**config.mk**
```make
export PLATFORM = sky130hd
export DESIGN_NAME = pfc_pi_comp
export DESIGN_NICKNAME = d
export VERILOG_FILES = /design/src/rtl/pfc_pi_pkg.sv /design/src/rtl/pfc_gain_lut.sv /design/src/rtl/pfc_err_stage.sv /design/src/rtl/pfc_pi_core.sv /design/src/rtl/pfc_pi_comp.sv
export SDC_FILE = /design/constraint.sdc
export NUM_CORES = 1
export LEC_CHECK = 0
export CELL_PAD_IN_SITES_DETAIL_PLACEMENT = 0
export CELL_PAD_IN_SITES_GLOBAL_PLACEMENT = 1
export CORE_AREA = 2 2 172 174
export DETAILED_ROUTE_END_ITERATION = 10
export DIE_AREA = 0 0 174 176
export DONT_BUFFER_PORTS = 1
export HOLD_SLACK_MARGIN = 0.12
export PLACE_DENSITY = 0.87
export SYNTH_ARGS = -nofsm -noshare
export SYNTH_HDL_FRONTEND = slang
export SYNTH_HIERARCHICAL = 1
export SYNTH_SLANG_ARGS = --single-unit
```
**constraint.sdc**
```tcl
create_clock -name clk -period 22 [get_ports clk]
set_input_delay 2.2 -clock clk [delete_from_list [all_inputs] [get_ports clk]]
set_output_delay 2.2 -clock clk [all_outputs]
set_load 0.01 [all_outputs]
```
**src/rtl/pfc_pi_pkg.sv**
```systemverilog
package pfc_pi_pkg;

  localparam int GSEL_W = 3;
  localparam int KI_W   = 6;
  localparam int KP2_W  = 8;

  typedef struct packed {
    logic [KI_W-1:0]  ki;
    logic [KP2_W-1:0] kp2;
  } gain_t;

  // Integral gain: mantissa 2 or 3, shifted by one more than the upper code bits
  function automatic logic [KI_W-1:0] ki_decode(input logic [GSEL_W-1:0] c);
    logic [KI_W-1:0] m;
    m = c[0] ? KI_W'(3) : KI_W'(2);
    return m << (int'(c[2:1]) + 1);
  endfunction

  // Doubled proportional gain: same mantissa, two more shift steps (x2 of Kp)
  function automatic logic [KP2_W-1:0] kp2_decode(input logic [GSEL_W-1:0] c);
    logic [KP2_W-1:0] m;
    m = c[0] ? KP2_W'(3) : KP2_W'(2);
    return m << (int'(c[2:1]) + 3);
  endfunction

endpackage

```
**src/rtl/pfc_gain_lut.sv**
```systemverilog
module pfc_gain_lut
  import pfc_pi_pkg::*;
(
  input  logic [GSEL_W-1:0] ki_sel,
  input  logic [GSEL_W-1:0] kp_sel,
  output gain_t             gain
);

  localparam int N_CODES = 2 ** GSEL_W;

  logic [KI_W-1:0]  ki_tab [N_CODES];
  logic [KP2_W-1:0] kp_tab [N_CODES];

  for (genvar i = 0; i < N_CODES; i++) begin : g_tab
    assign ki_tab[i] = ki_decode(GSEL_W'(i));
    assign kp_tab[i] = kp2_decode(GSEL_W'(i));
  end

  assign gain.ki  = ki_tab[ki_sel];
  assign gain.kp2 = kp_tab[kp_sel];

endmodule

```
**src/rtl/pfc_err_stage.sv**
```systemverilog
module pfc_err_stage
  import pfc_pi_pkg::*;
#(
  parameter int VCODE_W = 12,
  parameter int ERR_W   = 12
) (
  input  logic                    clk,
  input  logic                    rst,
  input  logic                    en,
  input  logic                    valley,
  input  logic [VCODE_W-1:0]      v_target,
  input  logic [VCODE_W-1:0]      v_meas,
  input  gain_t                   gain_in,
  output logic                    s1_vld,
  output logic signed [ERR_W-1:0] s1_err,
  output gain_t                   s1_gain
);

  localparam int DW = VCODE_W + ERR_W + 2;
  localparam logic signed [DW-1:0] EMAX = DW'({1'b0, {(ERR_W-1){1'b1}}});
  localparam logic signed [DW-1:0] EMIN = ~EMAX;

  logic signed [DW-1:0]    diff;
  logic signed [ERR_W-1:0] err_sat;

  assign diff = $signed(DW'(v_target)) - $signed(DW'(v_meas));

  always_comb begin
    if (diff > EMAX)      err_sat = EMAX[ERR_W-1:0];
    else if (diff < EMIN) err_sat = EMIN[ERR_W-1:0];
    else                  err_sat = diff[ERR_W-1:0];
  end

  always_ff @(posedge clk) begin
    if (rst || !en) begin
      s1_vld  <= 1'b0;
      s1_err  <= '0;
      s1_gain <= '0;
    end else begin
      s1_vld <= valley;
      if (valley) begin
        s1_err  <= err_sat;
        s1_gain <= gain_in;
      end
    end
  end

  // captured operands only change on a strobe
  a_r10_capture_hold: assert property (@(posedge clk) disable iff (rst)
    (en && !valley) |=> ($stable(s1_err) && $stable(s1_gain)));

  // an enabled strobe always reaches the second stage
  a_r1_stage_vld: assert property (@(posedge clk) disable iff (rst)
    (en && valley) |=> s1_vld);

endmodule

```
**src/rtl/pfc_pi_core.sv**
```systemverilog
module pfc_pi_core
  import pfc_pi_pkg::*;
#(
  parameter int ERR_W   = 12,
  parameter int ACC_W   = 24,
  parameter int OUT_W   = 16,
  parameter int OUT_MAX = 50000
) (
  input  logic                    clk,
  input  logic                    rst,
  input  logic                    en,
  input  logic                    s1_vld,
  input  logic signed [ERR_W-1:0] s1_err,
  input  gain_t                   s1_gain,
  output logic [OUT_W-1:0]        pwr_dem,
  output logic                    pwr_vld
);

  localparam int SW = ACC_W + ERR_W + KI_W + KP2_W;
  localparam logic signed [ACC_W:0]  AMAX = {2'b00, {(ACC_W-1){1'b1}}};
  localparam logic signed [ACC_W:0]  AMIN = ~AMAX;
  localparam logic signed [SW-1:0]   OMAX = SW'(OUT_MAX);

  logic signed [ACC_W-1:0] acc_q;
  logic signed [ACC_W:0]   acc_wide;
  logic signed [ACC_W-1:0] acc_cand;
  logic signed [SW-1:0]    p_term;
  logic signed [SW-1:0]    i_term;
  logic signed [SW-1:0]    raw;
  logic                    over;
  logic                    under;
  logic                    err_pos;
  logic                    err_neg;
  logic                    freeze;
  logic [OUT_W-1:0]        out_nxt;

  // Integrator candidate with saturation
  assign acc_wide = (ACC_W+1)'(acc_q) + (ACC_W+1)'(s1_err);

  always_comb begin
    if (acc_wide > AMAX)      acc_cand = AMAX[ACC_W-1:0];
    else if (acc_wide < AMIN) acc_cand = AMIN[ACC_W-1:0];
    else                      acc_cand = acc_wide[ACC_W-1:0];
  end

  // Proportional and integral products
  assign p_term = SW'(s1_err)   * $signed(SW'(s1_gain.kp2));
  assign i_term = SW'(acc_cand) * $signed(SW'(s1_gain.ki));
  assign raw    = p_term + i_term;

  assign over    = raw > OMAX;
  assign under   = raw[SW-1];
  assign err_neg = s1_err[ERR_W-1];
  assign err_pos = !s1_err[ERR_W-1] && (s1_err != '0);
  assign freeze  = (over && err_pos) || (under && err_neg);

  always_comb begin
    if (over)       out_nxt = OUT_W'(OUT_MAX);
    else if (under) out_nxt = '0;
    else            out_nxt = raw[OUT_W-1:0];
  end

  always_ff @(posedge clk) begin
    if (rst || !en) begin
      acc_q   <= '0;
      pwr_dem <= '0;
      pwr_vld <= 1'b0;
    end else begin
      pwr_vld <= s1_vld;
      if (s1_vld) begin
        pwr_dem <= out_nxt;
        if (!freeze) acc_q <= acc_cand;
      end
    end
  end

  // output never exceeds the ceiling
  a_r6_out_cap: assert property (@(posedge clk) disable iff (rst)
    pwr_dem <= OUT_W'(OUT_MAX));

  // a positive error never lowers the integrator (no wrap)
  a_r8_pos_no_wrap: assert property (@(posedge clk) disable iff (rst)
    (en && s1_vld && err_pos) |=> (acc_q >= $past(acc_q)));

  // a negative error never raises the integrator (no wrap)
  a_r8_neg_no_wrap: assert property (@(posedge clk) disable iff (rst)
    (en && s1_vld && err_neg) |=> (acc_q <= $past(acc_q)));

  // state holds between strobes
  a_r11_hold: assert property (@(posedge clk) disable iff (rst)
    (en && !s1_vld) |=> ($stable(pwr_dem) && $stable(acc_q) && !pwr_vld));

  // disabled loop is cleared
  a_r9_disable: assert property (@(posedge clk) disable iff (rst)
    !en |=> (pwr_dem == '0 && !pwr_vld && acc_q == '0));

endmodule

```
**src/rtl/pfc_pi_comp.sv**
```systemverilog
module pfc_pi_comp
  import pfc_pi_pkg::*;
#(
  parameter int VCODE_W = 12,
  parameter int ERR_W   = 12,
  parameter int ACC_W   = 24,
  parameter int OUT_W   = 16,
  parameter int OUT_MAX = 50000
) (
  input  logic               clk,
  input  logic               rst,
  input  logic               en,
  input  logic               valley,
  input  logic [VCODE_W-1:0] v_target,
  input  logic [VCODE_W-1:0] v_meas,
  input  logic [2:0]         ki_sel,
  input  logic [2:0]         kp_sel,
  output logic [OUT_W-1:0]   pwr_dem,
  output logic               pwr_vld
);

  gain_t                   gain_dec;
  gain_t                   s1_gain;
  logic                    s1_vld;
  logic signed [ERR_W-1:0] s1_err;

  pfc_gain_lut u_lut (
    .ki_sel (ki_sel),
    .kp_sel (kp_sel),
    .gain   (gain_dec)
  );

  pfc_err_stage #(
    .VCODE_W (VCODE_W),
    .ERR_W   (ERR_W)
  ) u_err (
    .clk      (clk),
    .rst      (rst),
    .en       (en),
    .valley   (valley),
    .v_target (v_target),
    .v_meas   (v_meas),
    .gain_in  (gain_dec),
    .s1_vld   (s1_vld),
    .s1_err   (s1_err),
    .s1_gain  (s1_gain)
  );

  pfc_pi_core #(
    .ERR_W   (ERR_W),
    .ACC_W   (ACC_W),
    .OUT_W   (OUT_W),
    .OUT_MAX (OUT_MAX)
  ) u_core (
    .clk     (clk),
    .rst     (rst),
    .en      (en),
    .s1_vld  (s1_vld),
    .s1_err  (s1_err),
    .s1_gain (s1_gain),
    .pwr_dem (pwr_dem),
    .pwr_vld (pwr_vld)
  );

  // enabled strobe yields a valid pulse two edges later
  a_r1_latency: assert property (@(posedge clk) disable iff (rst)
    (en && valley) ##1 en |=> pwr_vld);

endmodule

```
* After elaboration in Yosys (flattened, before gate mapping)
Memory sizes are Yosys's and may differ from the RTL's. A register that Yosys moved wholly into a read port is not among the register bits.
Cells that the tools add are included.
W data, S select, Z words.
** Storage, ports and cells
- Flip-flop bits (word level) :: 54
- Bits in read-only memories :: 112
- Input bits :: 34
- Output and inout port bits :: 17
- Memories kept :: 2
** Memory list
- (no name shown) :: words 8, width 8, read ports 1, clocked after Yosys merged registers in 1, write ports 0, line pfc_gain_lut.sv:20 : assign gain.kp2 = kp_tab[kp_sel];
- (no name shown) :: words 8, width 6, read ports 1, clocked after Yosys merged registers in 1, write ports 0, line pfc_gain_lut.sv:19 : assign gain.ki = ki_tab[ki_sel];
** Operators by class
- Add/sub/neg operators :: 3
- $mul :: 2
- Magnitude comparators :: 5
- Multiplexer cells :: 6
- Bitwise operators :: 3
- Reduce and logical (&&, ||, !) cells :: 9
** Operators with widths (number)
- $add A50 B50 Y50 :: 1
- $gt A50 B17 Y1 const B :: 1
- $mux W24 :: 2
- $mux W16 :: 2
- $mul A24 B7 Y31 :: 1
- $gt A26 B12 Y1 const B :: 1
- $lt A26 B12 Y1 const B :: 1
- $add A24 B12 Y25 :: 1
- $gt A25 B24 Y1 const B :: 1
- $lt A25 B24 Y1 const B :: 1
- $mux W12 :: 2
- $mul A12 B9 Y21 :: 1
- $sub A12 B12 Y13 :: 1
- $reduce_bool A12 Y1 :: 1
- $not A3 Y4 :: 2
- $logic_and A1 B1 Y1 :: 3
- $logic_not A1 Y1 :: 2
- $logic_or A1 B1 Y1 :: 2
- $reduce_and A2 Y1 :: 1
- $not A1 Y1 :: 1

* Depth between registers and ports, before layout
- Depth in word-level cells :: 11
- Mapped depth :: 38
- Gate-level depth less buffers :: 34

* Hierarchy
The synthesis kept the hierarchy.
** Modules (own cells, without submodules)
- pfc_pi_core :: times used 1, cells an instance 1595, area an instance 13803.2 sq um, seq. area each 820.8 sq um
- pfc_err_stage :: times used 1, cells an instance 185, area an instance 1622.8 sq um, seq. area each 540.5 sq um
- pfc_gain_lut :: times used 1, cells an instance 20, area an instance 131.4 sq um, seq. area each 0.0 sq um

* Least setup slack after synthesis
No wires, ideal clock.
- Path kind :: reg2reg
- From :: register u_err.s1_err[0]
- To :: register u_core.acc_q[5]
- Library setup time :: 0.137 ns
- Arrival :: 9.113 ns
- Required time :: 21.863 ns
- Setup slack :: 12.750 ns
- Stages on the path, launching flop included :: 33
- Path buffers :: 3
- Period minus slack after synthesis :: 9.250 ns
- Cell sequence :: dfxtp_1 > ha_1 > fa_1 > a21o_1 > a221oi_1 > a221o_1 > a21oi_1 > o2111ai_1 > a31oi_4 > nor3_2 > buf_2 > a21oi_1 > and2_1 > fa_1 > fa_1 > fa_1 > fa_1 > fa_1 > inv_1 > fa_1 > inv_1 > ha_1 > buf_2 > a21oi_1 > a211oi_1 > or2_1 > or3_1 > a311o_1 > nor4_4 > nand3_1 > buf_2 > a21oi_1 > a211oi_1
** Between the ends
- Cells in the longest elaborated chain, start to end :: 11
- Elaborated cells between the ends (all ways) :: 16
- Those cells by class :: 2 x add/sub; 2 x mul; 3 x order compare; 2 x mux; 1 x bitwise; 6 x reduce/logical
** RTL lines
- start: declaration :: line pfc_err_stage.sv:15 : output logic signed [ERR_W-1:0] s1_err,
- start signal: assignment :: line pfc_err_stage.sv:42 : s1_err <= err_sat;
- $add A24 B12 Y25 :: line pfc_pi_core.sv:38 : assign acc_wide = (ACC_W+1)'(acc_q) + (ACC_W+1)'(s1_err);
- $lt A25 B24 Y1 :: line pfc_pi_core.sv:42 : else if (acc_wide < AMIN) acc_cand = AMIN[ACC_W-1:0];
- $mux W24 :: line pfc_pi_core.sv:42
- $mux W24 :: line pfc_pi_core.sv:41 : if (acc_wide > AMAX) acc_cand = AMAX[ACC_W-1:0];
- $mul A24 B7 Y31 :: line pfc_pi_core.sv:48 : assign i_term = SW'(acc_cand) * $signed(SW'(s1_gain.ki));
- $add A50 B50 Y50 :: line pfc_pi_core.sv:49 : assign raw = p_term + i_term;
- $gt A50 B17 Y1 :: line pfc_pi_core.sv:51 : assign over = raw > OMAX;
- $logic_and A1 B1 Y1 :: line pfc_pi_core.sv:55 : assign freeze = (over && err_pos) || (under && err_neg);
- $logic_or A1 B1 Y1 :: line pfc_pi_core.sv:55
- $not A1 Y1 (no line)
- $reduce_and A2 Y1 (no line)
- end signal: assignment :: line pfc_pi_core.sv:72 : if (!freeze) acc_q <= acc_cand;
- end: declaration :: line pfc_pi_core.sv:24 : logic signed [ACC_W-1:0] acc_q;
Several ways; a longest one is shown, not always the timed one.
A chain may end at the register's enable or synchronous reset.

* Worst setup path in the final report
- From :: register u_err.s1_err[0]
- To :: register u_core.acc_q[20]
Same word-level chain as after synthesis.

==> flow_metrics.tcl <==
set metrics [dict create \
    numCtsBuffers 9 \
    fin_setup_tns_ns 0 \
    whs_path_depth 2 \
    hold_violations 0 \
    crit_start "u_err/s1_err[0]" \
    reg2regPathDepth 30 \
    cts-hold-fix-buffers 0 \
    core-area_mm2 0.0285 \
    synth_area_leader_cell "fa_1" \
    drt_wl_total_um 36900 \
    rsz0062_at_grt "no" \
    grt_max_degree 33 \
    grt_usage_pct 25.9 \
    cp-end-kind "flip-flop" \
    start_util_pct 54.5 \
    via_per_inst 5.66 \
    diodes 0 \
    synthTopCellsByArea "fa_1 34%, ha_1 11%, inv_1 8.9%, dfxtp_1 8.8%, and2_1 5.8%" \
    clock_skew_ns 0.00816 \
    syn-cell-area_mm2 0.0156 \
    drtIter0Drc 815 \
    syn_inst 1800 \
    cp_max_fo 24 \
    cts_setup_buffers 0 \
    timing.fmax_mhz 83.1 \
    die_h_um 176 \
    synth_edf_count 0 \
    die_x_um 174 \
    ctsRootBufferMaster "clkbuf_16" \
    dr.pass1.iters 6 \
    cts.path.max_buffers 2 \
    tightest_slew_ns 1.19 \
    clk_pin_slew_worst_paths_ns 0.07 \
    clk_latency_ns 0.35 \
    cp_slowest_stage_delay_ns 0.96 \
    whs_ns 0.471 \
    p_per_area_mw_per_mm2 30.2 \
    required_ns 22.19 \
    multi_input_area_mm2 0.0125 \
    h-tree-depth 3 \
    crit_top_cell "fa_1" \
    synth_seq_cells 68 \
    wl_per_cell_um 17.3 \
    final_antenna_net_count 0 \
    cts.sinks 68 \
    setup_viol 0 \
    ff_latch_area_mm2 0.00136 \
    fin_util_pct 56.3 \
    drc 0 \
    power.leakage_nw 8.08 \
    syn_to_final_growth_pct 3.38 \
    grt_pass1_wl_um 63600 \
    num_vias 12100 \
    max-slew-margin-rel_pct 20.7 \
    slew_violations 0 \
    hp-class "flip-flop to flip-flop" \
    post-dp-hpwl_um 29900 \
    worstSetupPathType "flip-flop to flip-flop" \
    synthArstFlopShare_pct 0 \
    period_share_pct 54.7 \
    critPathLaunchType "flip-flop" \
    cap_viol_max_count 0 \
    cp_slowest_cell "nand3_1" \
    ir_drop_v 0.0000292 \
    numPortBuffers 0 \
    postSynthAreaPerCell_um2 8.64 \
    final.min_clock_period_ns 12.04 \
    crit_arrival_ns 12.23 \
    grt-ovfl-total 0 \
    dieArea_mm2 0.0306 \
    first_global_vias 12800 \
    yosysTopAreaCellShare_pct 34.4 \
    fin_nets 2180 \
    grt_antenna_before_repair 0 \
    regToRegStartpoint "u_err/s1_err[0]" \
    layout-drive-gt1-share_pct 3.89 \
    post_dp_cell_area_mm2 0.0158 \
    min-delay-start "u_core/acc_q[6]" \
    status "complete, no violations" \
    finalInstanceArea_mm2 0.0161 \
    ys_types 85 \
    synthFlopType "dfxtp_1" \
    pin_count 51 \
    cts_tree "done" \
    synth_warnings 6 \
    rows 62 \
    gp_congestion 0.913 \
    fillers 2652 \
    yosysSeqAreaShare_pct 8.75 \
    cts_resized 0 \
]
critical path, delay by kind of cell (launching register included):
family	cells	cell delay [ns]
buffers and inverters	2	0.10
adders and majority gates	9	4.15
DFF	1	0.45
and+or+nand+nor	4	2.30
AOI/OAI and AO/OA	14	4.57
xor gates and xnor gates	1	0.30
layout make-up:
type	instances	area share (%)
clock inverter	6	0.552
sequential	68	8.46
timing repair buffer	4	0.187
tap	384	2.99
inverter	370	8.64
clock buffer	9	1.40
multi-input combinational	1293	77.8
cell usage in the layout, fill, tap and decap left out, types with 5 or more instances in the layout:
| master | count |
|---|---|
| a211oi_1 | 14 |
| a21o_1 | 28 |
| a21oi_1 | 95 |
| a22o_1 | 8 |
| a31oi_1 | 8 |
| and2_1 | 143 |
| and3_1 | 15 |
| and4_1 | 7 |
| clkbuf_16 | 9 |
| dfxtp_1 | 68 |
| fa_1 | 267 |
| ha_1 | 133 |
| inv_1 | 370 |
| maj3_1 | 6 |
| mux2i_1 | 17 |
| nand2_1 | 166 |
| nand2b_1 | 11 |
| nand3_1 | 15 |
| nand4_1 | 19 |
| nor2_1 | 63 |
| nor2b_1 | 8 |
| nor3_1 | 19 |
| nor4_1 | 6 |
| o2111ai_1 | 7 |
| o211a_1 | 5 |
| o211ai_1 | 14 |
| o21a_1 | 14 |
| o21ai_0 | 46 |
| o21ai_2 | 12 |
| o21bai_1 | 6 |
| o221a_1 | 7 |
| or2_2 | 5 |
| or3_1 | 9 |
| xnor2_1 | 28 |
| xor2_1 | 17 |
registers in the layout (all words and copies together), names as in the netlist:
register and flops:
u_core/acc_q 24, u_err/s1_gain 14, u_err/s1_vld 1, u_core/pwr_vld 1, u_err/s1_err 12, u_core/pwr_dem 16
report_power, final:
part           total, mW  leakage, nW  internal [mW]  switching, mW
clock              0.164        0.148         0.0990         0.0647
sequential         0.137        0.551          0.127         0.0102
combinational      0.186         7.38         0.0646          0.121
metal layers:
| metal | track usage, % | up-vias | part of all wire [%] |
|---|---|---|---|
| met2 | 46.7 | 274 | 51 |
| met4 | 8.93 | 0 | 3.3 |
| li1 | - | 5642 | - |
| met1 | 32.6 | 6108 | 42 |
| met5 | 0 | - | 0 |
| met3 | 2.54 | 63 | 3.2 |
per-stage QoR:
stage	power (mW)	setup WS, ns	cells
3_5_place_dp	0.324	10.17	2119
3_3_place_gp	0.321	10.26	2119
2_1_floorplan	0.277	12.75	1803
4_1_cts	0.488	10.07	2134
5_1_grt	0.517	9.13	2134
6_report	0.486	9.96	2134
kinds of logic after synthesis:
| group | share of synthesized area (%) |
|---|---|
| flops | 8.75 |
| xor+xnor | 2.53 |
| buf+inv | 10.9 |
| simple gates | 17.2 |
| compound gates | 13.9 |
| mux | 1.25 |
| fa+ha+maj | 45.4 |
| other cells | 0.0241 |
final timing paths:
path,slack (ns),to
max,9.96,u_core/acc_q[20]
min,0.47,u_core/acc_q[6]
max reg2reg,9.96,u_core/acc_q[20]
min reg2reg,0.47,u_core/acc_q[6]
cell usage after synthesis, drive strengths merged, types with 10 or more instances:
cell    number
nand4       19
nor4        10
fa         267
a21oi       98
o21ai       61
o21a        14
inv        370
xor2        17
o211ai      16
xnor2       28
a21o        28
a31oi       10
dfxtp       68
and2       145
buf         21
clkbuf      51
mux2i       18
nand2      166
nor2        64
nor3        21
nand2b      11
ha         133
nand3       15
a211oi      17
and3        15
(Power assumes the default switching activity.)
